===== src/rtl/sig_compactor_pkg.sv =====
package sig_compactor_pkg;
    typedef enum logic [1:0] {
        ST_ACCUM   = 2'd0,
        ST_VERDICT = 2'd1,
        ST_HELD    = 2'd2
    } ctl_state_e;
endpackage


===== src/rtl/ones_counter.sv =====
module ones_counter #(
    parameter int DATA_W = 64,
    localparam int CNT_W = $clog2(DATA_W + 1)
) (
    input  logic [DATA_W-1:0] word_i,
    output logic [CNT_W-1:0]  count_o
);
    always_comb begin
        count_o = '0;
        for (int i = 0; i < DATA_W; i++) begin
            count_o = count_o + CNT_W'(word_i[i]);
        end
    end
endmodule


===== src/rtl/sig_shift_reg.sv =====
module sig_shift_reg #(
    parameter int          SIG_W = 16,
    parameter int          CNT_W = 7,
    parameter logic [15:0] POLY  = 16'h1021,
    parameter logic [15:0] SEED  = 16'hFFFF
) (
    input  logic             clk_i,
    input  logic             rst_ni,
    input  logic             clr_i,
    input  logic             ld_i,
    input  logic             upd_i,
    input  logic [SIG_W-1:0] ld_val_i,
    input  logic [CNT_W-1:0] count_i,
    output logic [SIG_W-1:0] sig_o
);
    logic [SIG_W-1:0] sig_q, mixed, shifted;

    always_comb begin
        mixed   = sig_q ^ {{(SIG_W-CNT_W){1'b0}}, count_i};
        shifted = {mixed[SIG_W-2:0], 1'b0};
        if (mixed[SIG_W-1]) shifted = shifted ^ POLY[SIG_W-1:0];
    end

    always_ff @(posedge clk_i) begin
        if (!rst_ni || clr_i) sig_q <= SEED[SIG_W-1:0];
        else if (ld_i)        sig_q <= ld_val_i;
        else if (upd_i)       sig_q <= shifted;
    end

    assign sig_o = sig_q;
endmodule


===== src/rtl/sig_ctrl.sv =====
module sig_ctrl
    import sig_compactor_pkg::*;
(
    input  logic       clk_i,
    input  logic       rst_ni,
    input  logic       clear_i,
    input  logic       check_i,
    input  logic       load_i,
    input  logic       valid_i,
    input  logic       sig_eq_i,
    output logic       ld_o,
    output logic       upd_o,
    output logic       done_o,
    output logic       match_o,
    output ctl_state_e state_o
);
    ctl_state_e state_q, state_d;
    logic       match_q;

    always_comb begin
        state_d = state_q;
        unique case (state_q)
            ST_ACCUM:   if (check_i) state_d = ST_VERDICT;
            ST_VERDICT: state_d = ST_HELD;
            ST_HELD:    state_d = ST_HELD;
            default:    state_d = ST_ACCUM;
        endcase
        if (clear_i) state_d = ST_ACCUM;
    end

    always_ff @(posedge clk_i) begin
        if (!rst_ni) begin
            state_q <= ST_ACCUM;
            match_q <= 1'b0;
        end else begin
            state_q <= state_d;
            if (clear_i)                              match_q <= 1'b0;
            else if (state_q == ST_ACCUM && check_i)  match_q <= sig_eq_i;
        end
    end

    always_comb begin
        ld_o   = 1'b0;
        upd_o  = 1'b0;
        done_o = 1'b0;
        unique case (state_q)
            ST_ACCUM: begin
                ld_o  = !clear_i && !check_i && load_i;
                upd_o = !clear_i && !check_i && !load_i && valid_i;
            end
            ST_VERDICT: done_o = 1'b1;
            ST_HELD:    done_o = 1'b0;
            default:    done_o = 1'b0;
        endcase
    end

    assign match_o = match_q;
    assign state_o = state_q;

    assert_done_single_R5: assert property (@(posedge clk_i) disable iff (!rst_ni)
        done_o |=> !done_o);
    assert_no_match_while_accum_R6: assert property (@(posedge clk_i) disable iff (!rst_ni)
        (state_q == ST_ACCUM) |-> !match_o);
    assert_match_frozen_R6: assert property (@(posedge clk_i) disable iff (!rst_ni)
        (state_q != ST_ACCUM && !clear_i) |=> $stable(match_o));
endmodule


===== src/rtl/sig_compactor.sv =====
module sig_compactor
    import sig_compactor_pkg::*;
#(
    parameter int          DATA_W = 64,
    parameter int          SIG_W  = 16,
    parameter logic [15:0] POLY   = 16'h1021,
    parameter logic [15:0] SEED   = 16'hFFFF,
    parameter logic [15:0] GOLDEN = 16'h5A3C
) (
    input  logic              clk_i,
    input  logic              rst_ni,
    input  logic [DATA_W-1:0] data_i,
    input  logic              valid_i,
    input  logic              load_i,
    input  logic              clear_i,
    input  logic              check_i,
    output logic [SIG_W-1:0]  sig_o,
    output logic              match_o,
    output logic              done_o,
    output logic [1:0]        state_o
);
    localparam int CNT_W = $clog2(DATA_W + 1);

    logic [CNT_W-1:0] count;
    logic             ld, upd;
    ctl_state_e       state;

    ones_counter #(.DATA_W(DATA_W)) u_count (
        .word_i (data_i),
        .count_o(count)
    );

    sig_shift_reg #(.SIG_W(SIG_W), .CNT_W(CNT_W), .POLY(POLY), .SEED(SEED)) u_sig (
        .clk_i   (clk_i),
        .rst_ni  (rst_ni),
        .clr_i   (clear_i),
        .ld_i    (ld),
        .upd_i   (upd),
        .ld_val_i(data_i[SIG_W-1:0]),
        .count_i (count),
        .sig_o   (sig_o)
    );

    sig_ctrl u_ctrl (
        .clk_i   (clk_i),
        .rst_ni  (rst_ni),
        .clear_i (clear_i),
        .check_i (check_i),
        .load_i  (load_i),
        .valid_i (valid_i),
        .sig_eq_i(sig_o == GOLDEN[SIG_W-1:0]),
        .ld_o    (ld),
        .upd_o   (upd),
        .done_o  (done_o),
        .match_o (match_o),
        .state_o (state)
    );

    assign state_o = state;

    assert_clear_seeds_R1: assert property (@(posedge clk_i) disable iff (!rst_ni)
        clear_i |=> (sig_o == SEED[SIG_W-1:0] && !match_o && !done_o));
    assert_idle_holds_R3: assert property (@(posedge clk_i) disable iff (!rst_ni)
        (!clear_i && !check_i && !load_i && !valid_i) |=> $stable(sig_o));
    assert_check_gives_done_R5: assert property (@(posedge clk_i) disable iff (!rst_ni)
        (state == ST_ACCUM && check_i && !clear_i) |=> done_o);
    assert_sig_frozen_R6: assert property (@(posedge clk_i) disable iff (!rst_ni)
        ((state != ST_ACCUM || check_i) && !clear_i) |=> $stable(sig_o));
endmodule


===== config.mk =====
export PLATFORM = sky130hd
export DESIGN_NAME = sig_compactor
export DESIGN_NICKNAME = d
export VERILOG_FILES = /design/src/rtl/sig_compactor_pkg.sv /design/src/rtl/ones_counter.sv /design/src/rtl/sig_shift_reg.sv /design/src/rtl/sig_ctrl.sv /design/src/rtl/sig_compactor.sv
export SDC_FILE = /design/constraint.sdc
export NUM_CORES = 1
export LEC_CHECK = 0
export ABC_AREA = 1
export CAP_MARGIN = 10
export CELL_PAD_IN_SITES_DETAIL_PLACEMENT = 2
export CELL_PAD_IN_SITES_GLOBAL_PLACEMENT = 2
export CORE_MARGIN = 2
export CORE_UTILIZATION = 33
export CTS_CLUSTER_DIAMETER = 50
export DETAILED_ROUTE_END_ITERATION = 10
export DONT_BUFFER_PORTS = 1
export PLACE_DENSITY_LB_ADDON = 0.1
export SYNTH_ARGS = -nofsm -noshare
export SYNTH_HDL_FRONTEND = slang
export SYNTH_SLANG_ARGS = --single-unit

===== constraint.sdc =====
create_clock -name clk_i -period 5.3 [get_ports clk_i]
set_input_delay 0.265 -clock clk_i [delete_from_list [all_inputs] [get_ports clk_i]]
set_output_delay 0.265 -clock clk_i [all_outputs]
set_load 0.01 [all_outputs]

Yosys cells after proc, flatten, opt, wreduce, memory -nomap -nowiden. Cells that the tools add are included.

Register bits after elaboration: 19. Latch bits: 0. Bits in writable memories: 0. Bits in read-only memories: 0. Bits of input ports: 70. Output and inout bits: 20. Word-level logic and storage cells: 95. Memories kept: 0.

$add $sub $neg: 63. Multiply operators: 0. Div/mod/pow operators: 0. Magnitude comparators: 0. Equality and inequality tests: 4. Shift-type cells: 0. Multiplexer cells: 8. Bitwise operators: 3. Reduce and logical (&&, ||, !) cells: 14.

Operators with widths (number): adder 7 x 1 -> 7 bit (62); 2-to-1 mux 16 bit (2); == test 16 x 15 -> 1 bit (second input constant) (1); bitwise XOR 16 x 7 -> 16 bit (1); 2-to-1 mux 13 bit (1); logical AND 1 bit (5); zero test 1 bit (4); case mux 2 bit (2 select lines) (1); OR reduction 2 bit (2); 2-to-1 mux 1 bit (3); NOT 3 bit (1); adder 1 x 1 -> 2 bit (1); == test 2 x 1 -> 1 bit (second input constant) (1); == test 2 bit (second input constant) (1); zero test 2 bit (1); 2-to-1 mux 2 bit (1); inequality test 2 bit (second input constant) (1); nonzero test 2 bit (1); logical OR 1 bit (1); NOT 1 bit (1).

Longest topological paths before layout. Gate-level depths: netlist of the first run.

Depth in word-level cells: 68. Gate-level depth with buffers: 24. Gate-level depth less buffers: 23.

By module. From an unflattened synthesis of the first run, not the netlist that was laid out.

Cells, all modules: 334. Area total of the unflattened synthesis: 2746.4 um^2.

Modules (own cells, without submodules): ones_counter (instances 1, cells an instance 179, area an instance 1707.9 um^2, sequential area each 0.0 um^2); sig_shift_reg (instances 1, cells an instance 106, area an instance 765.7 um^2, sequential area each 320.3 um^2); sig_ctrl (instances 1, cells an instance 26, area an instance 186.4 um^2, sequential area each 60.1 um^2); sig_compactor (instances 1, cells an instance 23, area an instance 86.3 um^2, sequential area each 0.0 um^2).

Worst setup path after synthesis of the first run. No wires, ideal clock.

Path kind: input -> register. Start: input data_i[0]. End: register u_sig.sig_q[5], in the netlist u_sig.sig_o[5]. Setup time: 115 ps. Arrival: 5665 ps. Data required time: 5185 ps. Path slack: -480 ps. Cell stages on the path: 19. Path buffers: 0. Cell sequence: ha_1 inv_1 fa_1 fa_1 fa_1 fa_1 fa_1 fa_1 fa_1 fa_1 inv_1 fa_1 fa_1 nand2_1 nand2_1 nand3_1 nand3_1 nand3_1 nand2_1.

Word-level cells in the longest chain between the ends: 68.

Ends and longest elaborated chain: start, declared (line sig_compactor.sv:12) `input logic [DATA_W-1:0] data_i,`; adder 1 x 1 -> 2 bit (*) (line ones_counter.sv:11) `count_o = count_o + CNT_W'(word_i[i]);`; adder 7 x 1 -> 7 bit (*) (62 in a row) (line ones_counter.sv:11); bitwise XOR 16 x 7 -> 16 bit (*) (line sig_shift_reg.sv:19) `mixed = sig_q ^ {{(SIG_W-CNT_W){1'b0}}, count_i};`; NOT 3 bit (no source line); 2-to-1 mux 13 bit (*) (line sig_shift_reg.sv:21) `if (mixed[SIG_W-1]) shifted = shifted ^ POLY[SIG_W-1:0];`; 2-to-1 mux 16 bit (*) (line sig_shift_reg.sv:27) `else if (upd_i) sig_q <= shifted;`; 2-to-1 mux 16 bit (*) (line sig_shift_reg.sv:26) `else if (ld_i) sig_q <= ld_val_i;`; end signal, assigned (line sig_shift_reg.sv:25) `if (!rst_ni || clr_i) sig_q <= SEED[SIG_W-1:0];`; end signal, assigned (line sig_shift_reg.sv:26); end signal, assigned (line sig_shift_reg.sv:27); end, declared (line sig_shift_reg.sv:16) `logic [SIG_W-1:0] sig_q, mixed, shifted;`.

Every way passes the cells marked *; elsewhere a longest branch is shown, timed or not. The select of a mux whose other input is x is not followed. A chain may end at the register's enable or synchronous reset.

Final worst setup path of the first run.
Start: input data_i[36]. End: register u_sig.sig_q[3], in the netlist u_sig.sig_o[3].

Word-level cells in the longest chain between the ends: 32.

Ends and longest elaborated chain (line): adder 7 x 1 -> 7 bit (28 in a row) (ones_counter.sv:11); bitwise XOR 16 x 7 -> 16 bit (sig_shift_reg.sv:19); 2-to-1 mux 13 bit (sig_shift_reg.sv:21); 2-to-1 mux 16 bit (sig_shift_reg.sv:27); 2-to-1 mux 16 bit (sig_shift_reg.sv:26).

No other way between the ends. The select of a mux whose other input is x is not followed.

==> results of run 1 <==
==> layer usage <==
| metal | up-vias | track usage (%) |
|---|---|---|
| li1 | 1021 | - |
| met4 | 0 | 2.143 |
| met5 | - | 0 |
| met2 | 43 | 32.52 |
| met3 | 4 | 1.644 |
| met1 | 1109 | 21.59 |
==> layout by cell type (no fill, tap or decap), types with 2 or more instances in the layout <==
| cell | n |
|---|---|
| sky130_fd_sc_hd__ha_4 | 2 |
| sky130_fd_sc_hd__nand3_2 | 4 |
| sky130_fd_sc_hd__nand3b_1 | 2 |
| sky130_fd_sc_hd__nand2_1 | 68 |
| sky130_fd_sc_hd__nor2_4 | 2 |
| sky130_fd_sc_hd__clkbuf_8 | 3 |
| sky130_fd_sc_hd__o21ai_0 | 3 |
| sky130_fd_sc_hd__a21oi_1 | 9 |
| sky130_fd_sc_hd__ha_1 | 16 |
| sky130_fd_sc_hd__xnor2_1 | 2 |
| sky130_fd_sc_hd__xor2_1 | 3 |
| sky130_fd_sc_hd__inv_2 | 6 |
| sky130_fd_sc_hd__inv_1 | 107 |
| sky130_fd_sc_hd__nand2_2 | 4 |
| sky130_fd_sc_hd__fa_2 | 2 |
| sky130_fd_sc_hd__nand3_1 | 16 |
| sky130_fd_sc_hd__dfxtp_1 | 19 |
| sky130_fd_sc_hd__nor2_1 | 10 |
| sky130_fd_sc_hd__nand4_1 | 14 |
| sky130_fd_sc_hd__buf_4 | 5 |
| sky130_fd_sc_hd__fa_1 | 52 |
==> worst register-to-register path, cell delays in order, from the launching register on <==
cell                      delay (ns)
sky130_fd_sc_hd__dfxtp_1        0.36
sky130_fd_sc_hd__inv_1          0.10
sky130_fd_sc_hd__ha_1           0.23
sky130_fd_sc_hd__nand2_2        0.10
sky130_fd_sc_hd__nor2_4         0.17
sky130_fd_sc_hd__nand2_2        0.09
sky130_fd_sc_hd__nor2_4         0.36
sky130_fd_sc_hd__nand3_1        0.14
sky130_fd_sc_hd__nand3_1        0.12
==> cells in the mapped netlist, drive strengths merged <==
cell type and n:
a21oi 9, clkbuf 1, xor2 3, fa 54
xnor2 2, ha 18, nand3 20, nor2 12
dfxtp 19, o21ai 4, buf 4, o21bai 1
nand4 14, inv 114, nand3b 2, nand2 73
==> path summary, 6_finish.rpt <==
path | start | end | slack [ns]
min | data_i[8] | u_sig.sig_o[8] | 0.12
min reg2reg | u_ctrl.state_o[1] | u_ctrl.state_o[1] | 0.55
max | data_i[36] | u_sig.sig_o[3] | -0.18
max reg2reg | u_ctrl.state_o[1] | u_sig.sig_o[3] | 3.57
==> through the flow <==
stage                     setup TNS [ns]  utilization, %  hold WS [ns]  instances
after floorplan                  -0.8354               -        0.3913        350
after global placement            -2.124           35.97        0.3983        454
after detailed placement          -2.603           35.97        0.4030        454
after CTS                        -0.6723           36.90        0.1196        459
after global routing              -1.862           37.40        0.1310        460
final                            -0.5655           37.40        0.1207        460
==> cell families after synthesis <==
group,after synthesis,share of synthesized area [%]
buffers and inverters,119,16.39
and+or+nand+nor,121,19.29
adders and majority gates,72,46.50
DFF,19,13.54
AOI/OAI and AO/OA,14,2.717
xor gates and xnor gates,5,1.559
==> state kept, by name, indices dropped and copies added (netlist names) <==
| register | count |
|---|---|
| u_ctrl.match_o | 1 |
| u_sig.sig_o | 16 |
| u_ctrl.state_o | 2 |
==> what timing repair did <==
item                       CTS  global route
gates resized for setup      5            12
pin swaps                    1             2
setup buffers                1             1
setup endpoints to repair    6             6
hold endpoints to repair     0             0
==> area by class of cell <==
cell class / count / area, um^2
clock buffer: 3 / 41.29
clock inverter: 1 / 5.005
fill: 970 / 5144
inverter: 114 / 435.4
multi-input combinational: 212 / 2031
sequential: 19 / 380.4
tap: 105 / 131.4
timing repair buffer: 6 / 48.80
==> flow_metrics.env, run 1 <==
export IMPL_dpl_instance_area_um2=2955
export IMPL_longest_individual_stage_delay_on_the_worst_path_ns=0.54
export IMPL_synth_lib_cells_used_distinct=22
export IMPL_clkSinkCount=19
export IMPL_grt_remaining_overflow=0
export IMPL_avgRoutedWirePerCell_um=16.18
export IMPL_net_count_synth=492
export IMPL_rows=33
export IMPL_final_cell_area_um2=3073
export IMPL_gp_congestion=0.7539
export IMPL_grt_setup_unrepaired="yes"
export IMPL_first_global_vias=2518
export IMPL_drv_cap=0
export IMPL_yosys_top_cells_area="sky130_fd_sc_hd__fa_1 38%, sky130_fd_sc_hd__inv_1 15%, sky130_fd_sc_hd__dfxtp_1 14%, sky130_fd_sc_hd__nand2_1 9.5%, sky130_fd_sc_hd__ha_1 8.0%"
export IMPL_slew_violations=0
export IMPL_yosysSeqAreaShare_pct=13.54
export IMPL_crit_buf_inv=5
export IMPL_pin_count=90
export IMPL_post_syn_area_per_cell_um2=8.026
export IMPL_syn2layout_area_growth_pct=9.399
export IMPL_detailed_route_via_count=2177
export IMPL_detail_route_antenna_nets=0
export IMPL_start_kind="primary input"
export IMPL_ys_warn_count=0
export IMPL_synth_seq_cells=19
export IMPL_met3RoutedLength_um=304
export IMPL_drive_above_1_share_pct=9.296
export IMPL_cts_htree_levels=1
export IMPL_ctsHoldBuffers=0
export IMPL_holdPathStages=2
export IMPL_viasPerCell=4.733
export IMPL_violations="negative setup slack"
export IMPL_x_dimension_of_the_die_um=96.26
export IMPL_yosys_area_top_type="sky130_fd_sc_hd__fa_1"
export IMPL_worstRegToRegCells=8
export IMPL_drt_pass1_iterations=4
export IMPL_route_top_layer_used="met4"
export IMPL_cts_path_max_buffers=2
export IMPL_fmax_ghz=0.1825
export IMPL_first_pass_grt_wire_length_um=12280
export IMPL_setup_violations=4
export IMPL_timing_final_crit_period_ns=5.481
export IMPL_antenna_cells=0
export IMPL_min_path_type="primary input to register"
export IMPL_clock_latency_ns=0.27
export IMPL_largest_net_degree_at_the_start_of_global_routing=18
export IMPL_drtIter0Drc=19
export IMPL_worst_ep_arrival_time_ns=5.63
export IMPL_critical_path_peak_fanout=4
export IMPL_globalRouteTotalUtil_pct=17.20
export IMPL_post_synthesis_cell_count=350
export IMPL_floorplan_initialDensity_pct=34.19
export IMPL_wirelength_met1_um=3063
export IMPL_final_period_utilization_pct=103.4
export IMPL_remaining_drc_errors=0
export IMPL_layout_nets=498
export IMPL_yosysTopAreaCellShare_pct=38.49
export IMPL_buffer_ports_inserted=0
export IMPL_clock_skew_ns=0.004965
export IMPL_crit_family="adder cells"
export IMPL_timing_critical_path_slowest_stage_cell="sky130_fd_sc_hd__fa_1"
export IMPL_pre_cts_ws_ns=-0.5491
export IMPL_path_depth=20
export IMPL_run_status="finished, violations left"
export IMPL_cts_root_buf="sky130_fd_sc_hd__clkbuf_8"
export IMPL_detailroute_wirelength_met2_um=4043
export IMPL_cts_made_buffers=3
export IMPL_antenna_found_initial=0
export IMPL_tritoncts="yes"
export IMPL_most_repeated_library_cell_on_the_critical_path="sky130_fd_sc_hd__fa_1"
export IMPL_setup_worst_path_class="primary input to register"
export IMPL_routed_wire_length_um=7443
export IMPL_hpwl_um=6714
export IMPL_netlist_area_um2=2809
export IMPL_worstPathRequired_ns=5.45
export IMPL_slew_headroom_pct=50.41
export IMPL_path_cells="inv_1 -> fa_1 -> inv_1 -> fa_1 -> inv_1 -> fa_1 -> fa_1 -> fa_1 -> fa_1 -> fa_1 -> fa_1 -> inv_2 -> fa_2 -> fa_2 -> nand2_2 -> inv_2 -> nor2_1 -> nand2_1 -> nand3_1 -> nand3_1"
export IMPL_dieArea_um2=9266
export IMPL_core_um2=8217
export IMPL_final_hold_violation_count=0
export IMPL_final_setup_worst_slack_ns=-0.1808
export IMPL_worst_slew_pin_slew_ns=0.7437
export IMPL_path_clk_slew_ns=0.09
export IMPL_endpoint_kind="register"
export IMPL_die_height_um=96.26
Power of run 1 is left out: the tool's default activity adds up to more than one toggle a clock period on the data nets, which glitch-free logic cannot reach.
==> inputs of run 2 (changes only) <==
==> constraint.sdc (replaced) <==
create_clock -name clk_i -period 5.3 [get_ports clk_i]
set_input_delay 1.06 -clock clk_i [delete_from_list [all_inputs] [get_ports clk_i]]
set_output_delay 1.06 -clock clk_i [all_outputs]
set_load 0.01 [all_outputs]
==> run 2 against run 1 <==
  * The run still ends with negative setup slack left
  * Clock-buffer cell count did not move
  * Register-to-register slack improved by 0.03 ns
  * Global-route usage rose by 0.21 points
  * Critical path depth fell by 1
  * Routed wire length fell by 0.74%
  * Via count fell by 0.23%
  * Final cell count rose by 0.43%
  * Non-clock buffer count rose by 2
  * Fmax fell by 13%
  * Critical path type unchanged
  * Critical endpoint is now u_sig.sig_o[5]
==> flow_metrics.env, run 2 (synthesis gave the netlist of run 1 again) <==
export IMPL_run_status="finished, violations left"
export IMPL_violations="negative setup slack"
export IMPL_critical_path_peak_fanout=4
export IMPL_clkSinkCount=19
export IMPL_setup_worst_path_class="primary input to register"
export IMPL_globalRouteMet3Util_pct=2.271
export IMPL_pre_cts_ws_ns=-1.326
export IMPL_drt_pass1_iterations=4
export IMPL_cts_htree_levels=1
export IMPL_rows=33
export IMPL_layout_nets=500
export IMPL_worstRegToRegCells=8
export IMPL_gp_congestion=0.7595
export IMPL_timing_rr_start="u_ctrl.state_o[0]"
export IMPL_routed_wire_length_um=7388
export IMPL_antenna_cells=0
export IMPL_first_global_vias=2544
export IMPL_clock_latency_ns=0.27
export IMPL_final_hold_violation_count=0
export IMPL_clock_skew_ns=0.003005
export IMPL_die_height_um=96.26
export IMPL_holdPathEnd="u_ctrl.state_o[1]"
export IMPL_grt_met1_usage_pct=21.52
export IMPL_grt_setup_unrepaired="yes"
export IMPL_dieArea_um2=9266
export IMPL_cts_path_max_buffers=2
export IMPL_tritoncts="yes"
export IMPL_slew_violations=0
export IMPL_cts_root_buf="sky130_fd_sc_hd__clkbuf_8"
export IMPL_first_pass_grt_wire_length_um=12300
export IMPL_fillCellCount=958
export IMPL_worst_slew_pin_slew_ns=0.7578
export IMPL_grt_busiest_layer="met2"
export IMPL_cts_made_buffers=3
export IMPL_start_kind="primary input"
export IMPL_slew_headroom_pct=49.47
export IMPL_core_um2=8217
export IMPL_drive_above_1_share_pct=9.524
export IMPL_min_path_type="register to register"
export IMPL_detail_route_antenna_nets=0
export IMPL_largest_reg_flops=16
export IMPL_layout_common_cells="106 x sky130_fd_sc_hd__inv_1, 69 x sky130_fd_sc_hd__nand2_1, 52 x sky130_fd_sc_hd__fa_1"
export IMPL_antenna_found_initial=0
export IMPL_floorplan_initialDensity_pct=34.19
export IMPL_largest_net_degree_at_the_start_of_global_routing=18
export IMPL_buffer_ports_inserted=0
export IMPL_worstPathRequired_ns=5.47
export IMPL_fmax_ghz=0.1592
export IMPL_crit_start="data_i[1]"
export IMPL_worst_r2r_setup_slack_ns=3.60
export IMPL_final_setup_worst_slack_ns=-0.9801
export IMPL_drtIter0Drc=44
export IMPL_endpoint_kind="register"
export IMPL_path_clk_slew_ns=0.09
export IMPL_globalRouteTotalUtil_pct=17.41
export IMPL_viasPerCell=4.701
export IMPL_setup_violations=7
export IMPL_final_period_utilization_pct=118.5
export IMPL_holdPathStages=2
export IMPL_ctsHoldBuffers=0
export IMPL_x_dimension_of_the_die_um=96.26
export IMPL_drv_cap=0
export IMPL_min_delay_start="u_ctrl.state_o[1]"
export IMPL_remaining_drc_errors=0
export IMPL_syn2layout_area_growth_pct=9.755
export IMPL_layout_cells_most_common="sky130_fd_sc_hd__inv_1"
export IMPL_grt_remaining_overflow=0
export IMPL_hpwl_um=6583
export IMPL_detailed_route_via_count=2172
export IMPL_worst_r2r_endpoint="u_sig.sig_o[4]"
export IMPL_worst_ep_arrival_time_ns=6.45
export IMPL_avgRoutedWirePerCell_um=15.99
export IMPL_pin_count=90
export IMPL_grt_use_met2_pct=31.60
export IMPL_timing_final_crit_period_ns=6.280
[run 2: cell count changes in the layout (fill, tap and decap cells not counted)]
cell,previous run,this run
sky130_fd_sc_hd__buf_4,5,7
sky130_fd_sc_hd__inv_1,107,106
sky130_fd_sc_hd__inv_4,0,1
sky130_fd_sc_hd__nand2_1,68,69
sky130_fd_sc_hd__nand2_2,4,3
sky130_fd_sc_hd__nand3_1,16,17
sky130_fd_sc_hd__nand3_2,4,3
[run 2: cell type report]
cell class	instances	area (um^2)	area share [%]
Tap cell	105	131.4	4.261
Clock inverter	1	5.005	0.1623
Clock buffer	3	41.29	1.339
Inverter	114	437.9	14.20
Multi-Input combinational cell	212	2023	65.62
Sequential cell	19	380.4	12.34
Timing Repair Buffer	8	63.81	2.070
[run 2: repair_timing]
item,4_1_cts,5_1_grt
endpoints found under the hold margin,0,0
cloned,0,0
pin swaps,3,2
buffers inserted,1,1
endpoints found under the setup margin,7,7
gates resized for setup,11,6
[run 2: per-layer routing]
metal	vias up	routed length, um
met2	50	3822
met5	-	0
met4	0	93
li1	1032	-
met1	1084	3143
met3	6	329
[run 2: worst max-delay path by stage]
stage / end / slack [ns]
global placement: u_sig.sig_o[5] / -1.22
floorplan: u_sig.sig_o[5] / -1.03
global route: u_sig.sig_o[5] / -1.15
CTS: u_sig.sig_o[5] / -0.98
finish: u_sig.sig_o[5] / -0.98
detailed placement: u_sig.sig_o[5] / -1.33
[run 2: critical path: stages]
cell,delay [ns]
sky130_fd_sc_hd__ha_4,0.24
sky130_fd_sc_hd__inv_2,0.03
sky130_fd_sc_hd__fa_1,0.44
sky130_fd_sc_hd__fa_1,0.53
sky130_fd_sc_hd__fa_1,0.44
sky130_fd_sc_hd__fa_1,0.51
sky130_fd_sc_hd__fa_1,0.43
sky130_fd_sc_hd__fa_1,0.52
sky130_fd_sc_hd__fa_1,0.46
sky130_fd_sc_hd__fa_1,0.52
sky130_fd_sc_hd__inv_2,0.05
sky130_fd_sc_hd__fa_2,0.38
sky130_fd_sc_hd__fa_2,0.40
sky130_fd_sc_hd__nand3_1,0.12
sky130_fd_sc_hd__nand3_2,0.09
sky130_fd_sc_hd__nand2_1,0.07
sky130_fd_sc_hd__nand2_1,0.04
sky130_fd_sc_hd__nand3_1,0.07
sky130_fd_sc_hd__nand2_1,0.05
[run 2: per-stage QoR]
stage	TNS (ns)	utilization [%]	cells	cell area [um^2]	hold WS [ns]
after floorplan	-6.198	-	350	2826	0.5155
after global placement	-7.613	36.15	456	2970	0.5442
after detailed placement	-8.197	36.15	456	2970	0.5446
after CTS	-5.940	37.25	461	3060	0.5589
after global routing	-7.207	37.52	462	3083	0.5884
final	-5.863	37.52	462	3083	0.5511
Power of run 2 is left out for the same reason.
